`src/rtl/tile_xbar_pkg.sv`:
```
package tile_xbar_pkg;
  localparam int NDIR  = 5;  // north, south, east, west, local
  localparam int NNET  = 4;  // neighbour outputs
  localparam int SEL_W = 3;
  localparam int LOCAL = 4;
  localparam logic [SEL_W-1:0] SEL_IDLE = '1;
endpackage

```
`src/rtl/xbar_sched.sv`:
```
module xbar_sched
  import tile_xbar_pkg::*;
#(
  parameter int DEPTH = 16,
  localparam int AW = $clog2(DEPTH),
  localparam int IW = NDIR*SEL_W + AW
) (
  input  logic          clk_i,
  input  logic          rst_ni,
  input  logic          en_i,
  input  logic          we_i,
  input  logic [AW-1:0] waddr_i,
  input  logic [IW-1:0] wdata_i,
  output logic [IW-1:0] instr_o,
  output logic [AW-1:0] pc_o,
  output logic [AW-1:0] last_o
);
  logic [IW-1:0] mem_q [DEPTH];
  logic [AW-1:0] pc_q;

  always_ff @(posedge clk_i or negedge rst_ni) begin
    if (!rst_ni) begin
      for (int i = 0; i < DEPTH; i++) mem_q[i] <= {{AW{1'b0}}, {NDIR{SEL_IDLE}}};
    end else if (we_i && !en_i) begin
      mem_q[waddr_i] <= wdata_i;
    end
  end

  assign instr_o = mem_q[pc_q];
  assign last_o  = instr_o[NDIR*SEL_W +: AW];

  always_ff @(posedge clk_i or negedge rst_ni) begin
    if (!rst_ni)              pc_q <= '0;
    else if (!en_i)           pc_q <= '0;
    else if (pc_q == last_o)  pc_q <= '0;
    else                      pc_q <= pc_q + 1'b1;
  end

  assign pc_o = pc_q;
endmodule

```
`src/rtl/xbar_mux.sv`:
```
module xbar_mux
  import tile_xbar_pkg::*;
#(
  parameter int DW = 16
) (
  input  logic [SEL_W-1:0]   sel_i,
  input  logic [NDIR*DW-1:0] data_i,
  input  logic [NDIR-1:0]    valid_i,
  output logic [DW-1:0]      data_o,
  output logic               valid_o
);
  always_comb begin
    data_o  = '0;
    valid_o = 1'b0;
    if (int'(sel_i) < NDIR) begin
      data_o  = data_i[int'(sel_i)*DW +: DW];
      valid_o = valid_i[sel_i];
    end
  end
endmodule

```
`src/rtl/core_fifo.sv`:
```
module core_fifo #(
  parameter int DW    = 16,
  parameter int DEPTH = 4,
  localparam int PW = $clog2(DEPTH),
  localparam int CW = PW + 1
) (
  input  logic          clk_i,
  input  logic          rst_ni,
  input  logic          push_i,
  input  logic [DW-1:0] data_i,
  input  logic          pop_i,
  output logic [DW-1:0] data_o,
  output logic          valid_o,
  output logic          full_o
);
  logic [DW-1:0] buf_q [DEPTH];
  logic [PW-1:0] rd_q, wr_q;
  logic [CW-1:0] cnt_q;
  logic          push_ok, pop_ok;

  assign full_o  = (cnt_q == CW'(DEPTH));
  assign valid_o = (cnt_q != '0);
  assign push_ok = push_i && !full_o;
  assign pop_ok  = pop_i && valid_o;
  assign data_o  = buf_q[rd_q];

  always_ff @(posedge clk_i) begin
    if (push_ok) buf_q[wr_q] <= data_i;
  end

  always_ff @(posedge clk_i or negedge rst_ni) begin
    if (!rst_ni) begin
      rd_q  <= '0;
      wr_q  <= '0;
      cnt_q <= '0;
    end else begin
      if (push_ok) wr_q <= (wr_q == PW'(DEPTH-1)) ? '0 : wr_q + 1'b1;
      if (pop_ok)  rd_q <= (rd_q == PW'(DEPTH-1)) ? '0 : rd_q + 1'b1;
      cnt_q <= cnt_q + CW'(push_ok) - CW'(pop_ok);
    end
  end
endmodule

```
`src/rtl/tile_xbar_if.sv`:
```
module tile_xbar_if
  import tile_xbar_pkg::*;
#(
  parameter int DW         = 16,
  parameter int IMEM_DEPTH = 16,
  parameter int FIFO_DEPTH = 4,
  localparam int AW = $clog2(IMEM_DEPTH),
  localparam int IW = NDIR*SEL_W + AW
) (
  input  logic               clk_i,
  input  logic               rst_ni,
  input  logic               en_i,
  input  logic               cfg_we_i,
  input  logic [AW-1:0]      cfg_addr_i,
  input  logic [IW-1:0]      cfg_data_i,
  input  logic [NDIR*DW-1:0] nw_data_i,
  input  logic [NDIR-1:0]    nw_valid_i,
  output logic [NNET*DW-1:0] nw_data_o,
  output logic [NNET-1:0]    nw_valid_o,
  input  logic               core_pop_i,
  output logic [DW-1:0]      core_data_o,
  output logic               core_valid_o,
  output logic               ovf_o
);
  logic [IW-1:0]      instr;
  logic [AW-1:0]      pc, cur_last;
  logic [NDIR*DW-1:0] mux_data;
  logic [NDIR-1:0]    mux_valid;
  logic               loc_push, fifo_full, ovf_q;

  xbar_sched #(.DEPTH(IMEM_DEPTH)) i_sched (
    .clk_i  (clk_i),
    .rst_ni (rst_ni),
    .en_i   (en_i),
    .we_i   (cfg_we_i),
    .waddr_i(cfg_addr_i),
    .wdata_i(cfg_data_i),
    .instr_o(instr),
    .pc_o   (pc),
    .last_o (cur_last)
  );

  for (genvar k = 0; k < NDIR; k++) begin : g_mux
    xbar_mux #(.DW(DW)) i_mux (
      .sel_i  (instr[k*SEL_W +: SEL_W]),
      .data_i (nw_data_i),
      .valid_i(nw_valid_i),
      .data_o (mux_data[k*DW +: DW]),
      .valid_o(mux_valid[k])
    );
  end

  for (genvar k = 0; k < NNET; k++) begin : g_out
    always_ff @(posedge clk_i or negedge rst_ni) begin
      if (!rst_ni) begin
        nw_data_o[k*DW +: DW] <= '0;
        nw_valid_o[k]         <= 1'b0;
      end else if (!en_i) begin
        nw_valid_o[k]         <= 1'b0;
      end else begin
        nw_data_o[k*DW +: DW] <= mux_data[k*DW +: DW];
        nw_valid_o[k]         <= mux_valid[k];
      end
    end
  end

  assign loc_push = en_i && mux_valid[LOCAL];

  core_fifo #(.DW(DW), .DEPTH(FIFO_DEPTH)) i_coreport (
    .clk_i  (clk_i),
    .rst_ni (rst_ni),
    .push_i (loc_push),
    .data_i (mux_data[LOCAL*DW +: DW]),
    .pop_i  (core_pop_i),
    .data_o (core_data_o),
    .valid_o(core_valid_o),
    .full_o (fifo_full)
  );

  always_ff @(posedge clk_i or negedge rst_ni) begin
    if (!rst_ni)                    ovf_q <= 1'b0;
    else if (!en_i)                 ovf_q <= 1'b0;
    else if (loc_push && fifo_full) ovf_q <= 1'b1;
  end

  assign ovf_o = ovf_q;
endmodule

```
`config.mk`:
```
export PLATFORM = sky130hd
export DESIGN_NAME = tile_xbar_if
export DESIGN_NICKNAME = d
export VERILOG_FILES = /design/src/rtl/tile_xbar_pkg.sv /design/src/rtl/xbar_sched.sv /design/src/rtl/xbar_mux.sv /design/src/rtl/core_fifo.sv /design/src/rtl/tile_xbar_if.sv
export SDC_FILE = /design/constraint.sdc
export NUM_CORES = 1
export LEC_CHECK = 0
export ABC_CLOCK_PERIOD_IN_PS = 3300
export BUFFER_PORTS_ARGS = -buffer_cell sky130_fd_sc_hd__buf_2
export CORE_MARGIN = 5
export CORE_UTILIZATION = 56
export CTS_BUF_LIST = sky130_fd_sc_hd__clkbuf_4
export DETAILED_ROUTE_END_ITERATION = 12
export PLACE_DENSITY = 0.89
export SYNTH_ARGS = -nofsm -noshare
export SYNTH_HDL_FRONTEND = slang
export SYNTH_SLANG_ARGS = --single-unit
```
`constraint.sdc`:
```
create_clock -name clk_i -period 3.3 [get_ports clk_i]
set_clock_uncertainty 0.15 [all_clocks]
set_input_delay 0.33 -clock clk_i [delete_from_list [all_inputs] [get_ports clk_i]]
set_output_delay 0.33 -clock clk_i [all_outputs]
set_load 0.01 [all_outputs]
```
; Word-level counts from Yosys, hierarchy flattened
; Memory sizes are Yosys's and may differ from the RTL's.
; Index checks and enable logic that the tools add are counted.
[word_totals]
ff_bits = 384
ramBits = 64
in_bits = 113
out_inout_bits = 86
word_cells = 107
n_memories = 1
[classes]
add_sub_neg = 5
magnitude_cmp = 13
n_eq_ne = 5
shifts = 5
muxes = 38
n_bitwise = 2
n_reduce_logical = 9
[memory_table]
columns = memory, words, width, rd, rd_clocked_by_memory_dff, write_ports, line_no
row1 = i_coreport.buf_q, 4, 16, 1, 0, 1, core_fifo.sv:16  ; logic [DW-1:0] buf_q [DEPTH];
[ops]
columns = cell, count
row1 = 80-bit by 8-bit variable part select with 16-bit output, 5
row2 = 304-bit bitwise mux, 1
row3 = 16-bit two-way mux, 5
row4 = 19-bit binary-select mux with 4-bit select, 1
row5 = 19-bit demux with 4-bit select, 1
row6 = 19-bit two-way mux, 3
row7 = 3-bit by 4-bit less-than comparator with 1-bit output (second input constant), 5
row8 = 1-bit two-way mux, 18
row9 = 1-bit binary-select mux with 3-bit select, 5
row10 = 3-bit less-than comparator (second input constant), 5
row11 = 5-bit >= comparator (second input constant), 2
row12 = 4-bit NOT with 5-bit output, 2
row13 = 4-bit two-way mux, 2
row14 = 1-bit logical AND, 6
row15 = 5-bit by 1-bit less-than comparator with 1-bit output (second input constant), 1
row16 = 2-bit by 1-bit adder with 2-bit output (second input constant), 2
row17 = 4-bit by 1-bit adder with 4-bit output (second input constant), 1
row18 = 2-bit equality test (second input constant), 2
row19 = 4-bit equality test, 1
row20 = 2-bit two-way mux, 2
row21 = 3-bit by 1-bit adder with 3-bit output, 1
row22 = 3-bit equality test (second input constant), 1
row23 = 3-bit nonzero test, 1
row24 = 3-bit by 1-bit subtractor with 3-bit output, 1
row25 = 2 further kinds, 3

; Logic depth before layout (Yosys ltp)
[logic_depth]
word_depth = 11
ltp_mapped = 14
ltp_nobuf = 11

; Hierarchy
; A second synthesis with hierarchy kept.
[hier_totals]
cells_unflattened = 1619
area_unflattened_um2 = 23726.5
[by_module_without_submodules]
columns = module, instances, cells_each, area_per_inst_um2, seq_area_each_um2
row1 = xbar_sched, 1, 948, 14368.8, 8007.7
row2 = xbar_mux, 5, 80, 735.7, 0.0
row3 = tile_xbar_if, 1, 148, 2872.8, 1726.7
row4 = core_fifo, 1, 123, 2806.4, 2097.0

; Worst setup path before layout
; Ideal clock, no wire load.
[synth_path]
path_type = register to register
start = register i_sched.pc_q[0], in the netlist i_sched.pc_o[0]
end = register i_coreport.cnt_q[2]
setup_time_ns = 0.125
arrival_ns = 3.203
required_ns = 3.025
setup_slack_ns = -0.178
stages_incl_launch_ff = 14
synth_period_minus_slack_ns = 3.478
path_cell_list = dfrtp_1 buf_6 mux4_2 mux2i_4 nand2_1 and2_4 buf_6 or4b_4 a31oi_4 ha_1 inv_1 fa_1 xnor2_1 xnor2_1
[synth_via]
elab_chain_len = 11
[synth_rtl]
columns = element, line_no
row1 = from (decl), xbar_sched.sv:19  ; logic [AW-1:0] pc_q;
row2 = from (signal assigned), xbar_sched.sv:36  ; else pc_q <= pc_q + 1'b1;
row3 = 4-bit NOT with 5-bit output (not written as such) (*), xbar_sched.sv:29  ; assign instr_o = mem_q[pc_q];
row4 = 19-bit binary-select mux with 4-bit select (*), xbar_sched.sv:29
row5 = 19-bit two-way mux (not written as such) (*) (2 in a row), xbar_sched.sv:29
row6 = 1-bit binary-select mux with 3-bit select, xbar_mux.sv:17  ; valid_o = valid_i[sel_i];
row7 = 1-bit two-way mux (not written as such), xbar_mux.sv:17
row8 = 1-bit two-way mux (*), xbar_mux.sv:15  ; if (int'(sel_i) < NDIR) begin
row9 = 1-bit logical AND (*), tile_xbar_if.sv:67  ; assign loc_push = en_i && mux_valid[LOCAL];
row10 = 1-bit logical AND (*), core_fifo.sv:23  ; assign push_ok = push_i && !full_o;
row11 = named net i_coreport.push_ok, core_fifo.sv:19  ; logic push_ok, pop_ok;
row12 = 3-bit by 1-bit adder with 3-bit output (*), core_fifo.sv:39  ; cnt_q <= cnt_q + CW'(push_ok) - CW'(pop_ok);
row13 = 3-bit by 1-bit subtractor with 3-bit output (*), core_fifo.sv:39
row14 = to (signal assigned), core_fifo.sv:39
row15 = to (decl), core_fifo.sv:18  ; logic [CW-1:0] cnt_q;
; Mark *: on every way through the listed nets, which the timed path passes. The rest lies on a longest branch. The select of a mux whose other input is x is not followed.
; A chain may end at the register's enable or synchronous reset.

; Worst setup path in the final report
; Ends and elaborated chain as after synthesis.

==> flow_metrics.tcl <==
set metrics [dict create \
    tightest_slew_ns 0.833 \
    vias_per_cell 6.08 \
    wirelength_um 59700 \
    clk_latency_ns 0.83 \
    crit_arrival_ns 3.82 \
    grt_start_max_net_pins 78 \
    cts_root_buffer "clkbuf_4" \
    yosysUniqueCellTypes 56 \
    syn-mean-instance-area_um2 15.1 \
    synth_top_family_by_area "multiplexers" \
    grt_util_met3_pct 5.84 \
    synth_top_area_cell "dfstp_2" \
    start_util_pct 56.4 \
    critPathLaunchType "flop" \
    p_per_area_nw_per_um2 791 \
    grt.busiest_layer "met2" \
    grt_pass1_vias 16500 \
    slew_headroom_pct 44.5 \
    hold_slack_ns 0.133 \
    clock_sinks 448 \
    synthArstFlopShare_pct 85.7 \
    crit_type "flop to flop" \
    crit_required_ns 3.82 \
    synth_area_um2 22400 \
    die_x_um 210 \
    irDropWorstVdd_mv 0.365 \
    synthSimpleGateAreaFrac_pct 4.01 \
    drt-initial-drc-count 1401 \
    cap_violations 0 \
    seq_area_frac_synth_pct 52.9 \
    drive_above_1_share_pct 59.7 \
    layout_setup_ws_ns 0.00410 \
    syn_inst 1478 \
    h-tree-depth 3 \
    cts_tree "built" \
    die_h_um 210 \
    synth_edf_count 64 \
    io_buffers 198 \
    rsz0062_at_grt "yes" \
    track_usage_pct 27.4 \
    finalHoldViolCount 0 \
    finalPower_uw 21400 \
    path_clk_slew_ns 0.07 \
    drc_errors 0 \
    r2r_cells 11 \
    ys_ff_latch 448 \
    period_needed_ns 3.30 \
    dp_hpwl_um 38100 \
    yosys-top-cells-area "dfstp_2 28%, mux4_2 18%, dfrtp_1 16%" \
    met2_usage_pct 45.2 \
    drv_slew 0 \
    hold_path_class "input port to asynchronous set/reset pin" \
    use_met1_pct 35.8 \
    fmaxAchievable_mhz 303 \
    place_ws_ns -0.00733 \
    synth_nets 1600 \
    gp_congestion 0.870 \
    row_count 73 \
    rr_endpoint "i_coreport.cnt_q[2]" \
    synth_ff_type "dfstp_2" \
    synthAdderAreaFrac_pct 0.537 \
    grt-ovfl-total 0 \
    synth_top_area_share_pct 28.2 \
    fin_nets 1999 \
    setup_viol 0 \
    num_vias 15200 \
    cp_max_fo 4 \
    status "finished, final reports clean" \
    synthMuxAreaShare_pct 34.0 \
    detail-route-antenna-nets 0 \
    reg2reg_slack_ns 0.004 \
    wl_per_cell_um 23.9 \
    die-area_um2 44000 \
    syn_to_final_growth_pct 20.7 \
    leakagePower_uw 0.0110 \
    grt_pass1_wl_um 94400 \
    finish.utilization_pct 68.1 \
    synth_xor_xnor_area_share_pct 0.196 \
    crit_path_end_kind "flop" \
    coreArea_um2 39600 \
    yosysWarningCount 0 \
    dr.pass1.iters 5 \
    fin_crit_sh_pct 99.9 \
    ios 199 \
    r2r-start "i_sched.pc_o[0]" \
    synth_compound_area_share_pct 4.57 \
    antenna_found_initial 5 \
    cts_buffers 113 \
    cts_buffer_depth 3 \
]
==> routing by layer <==
metal / wire [um] / vias to the layer above
met4: 2320 / 4
met1: 23100 / 7827
met5: 19 / -
li1: - / 6423
met2: 29800 / 766
met3: 4460 / 202
==> how the worst max path moves through the flow <==
stage                     from             endpoint  slack [ns]  depth (start not counted)
4_1_cts        i_sched.pc_o[0]  i_coreport.cnt_q[2]       -0.01                         11
2_1_floorplan  i_sched.pc_o[0]  i_coreport.cnt_q[2]       -0.11                         13
6_report       i_sched.pc_o[0]  i_coreport.cnt_q[2]       0.004                         11
5_1_grt        i_sched.pc_o[0]  i_coreport.cnt_q[2]       -0.10                         11
3_5_place_dp   i_sched.pc_o[0]  i_coreport.cnt_q[2]      -0.007                         13
3_3_place_gp   i_sched.pc_o[0]  i_coreport.cnt_q[2]        0.07                         13
==> cell families (layout without fill, tap and decap cells) <==
family | Yosys count | after routing
adder cells (fa/ha/maj) | 9 | 9
flip-flops | 448 | 448
AND/OR/NAND/NOR | 156 | 156
AO/OA/AOI/OAI | 178 | 178
multiplexers | 496 | 496
buffers and inverters | 186 | 683
XOR/XNOR | 5 | 5
other | 0 | 3
==> power breakdown <==
group	total, uW	internal (uW)	switching [uW]
sequential	8250	7510	742
combinational	8370	4290	4080
clock	4730	2420	2320
total	21400	14200	7140
==> placed cells by master, fill, tap and decap left out, drive strengths merged, types with 66 or more instances in the layout <==
cell type | netlist | final
buf | 47 | 279
mux4 | 179 | 179
clkbuf | 59 | 161
dlygate4sd3 | 0 | 111
nor2b | 72 | 72
a21oi | 66 | 66
o21ai | 76 | 76
dfstp | 240 | 240
mux2 | 309 | 309
dfrtp | 144 | 144
clkinv | 68 | 115
==> synthesized netlist by cell type, drive strengths merged, types with 2 or more instances <==
library cell / n
o21a: 2
xnor2: 4
clkinv: 68
mux2i: 8
mux4: 179
nand2b: 6
dfrtp: 144
and2: 5
nand2: 33
inv: 12
nor2b: 72
a31oi: 3
nor3: 10
and3: 2
ha: 8
mux2: 309
a211oi: 2
edfxtp: 64
buf: 47
a211o: 2
a21oi: 66
o211ai: 2
nand3: 6
nor2: 16
dfstp: 240
o21ai: 76
clkbuf: 59
a22o: 17
==> what timing repair did <==
action	in CTS	in global routing
setup endpoints to repair	1	2
resized for setup	4	1
pin swaps	0	2
endpoints found under the hold margin	617	0
hold buffers	112	0
buffers inserted	2	3
==> flip-flops by register name, summed over array words and instances, names as in the netlist <==
signal	count
nw_data_o	64
nw_valid_o	4
ovf_o	1
i_coreport.rd_q	2
i_coreport.wr_q	2
i_coreport.buf_q	64
i_sched.pc_o	4
i_sched.mem_q	304
i_coreport.cnt_q	3
==> worst max-delay path: stages (launching register included) <==
cell and delay (ns):
dfrtp_4 0.47, mux4_2 0.55, mux2i_4 0.17, nand2_2 0.08
and2_4 0.16, or4b_4 0.53, a31oi_4 0.18, ha_2 0.19
inv_2 0.03, fa_2 0.35, xnor2_2 0.15, xnor2_1 0.13
==> layout make-up <==
class / count / area, um2
Inverter: 80 / 300
Clock inverter: 52 / 262
Fill cell: 2547 / 12700
Antenna cell: 3 / 7.51
Clock buffer: 161 / 1210
Sequential cell: 448 / 11800
Multi-Input combinational cell: 844 / 9740
Timing Repair Buffer: 390 / 2980
Tap cell: 525 / 657
==> per-stage QoR <==
step,cells,TNS (ns),instance area (um2)
after floorplan,1478,-0.140,22400
after global placement,2170,0,24300
after detailed placement,2170,-0.00733,24300
after CTS,2497,-0.0138,27000
after global routing,2503,-0.105,27000
final,2503,0,27000
Note: power is estimated with default switching activity, not from simulation.
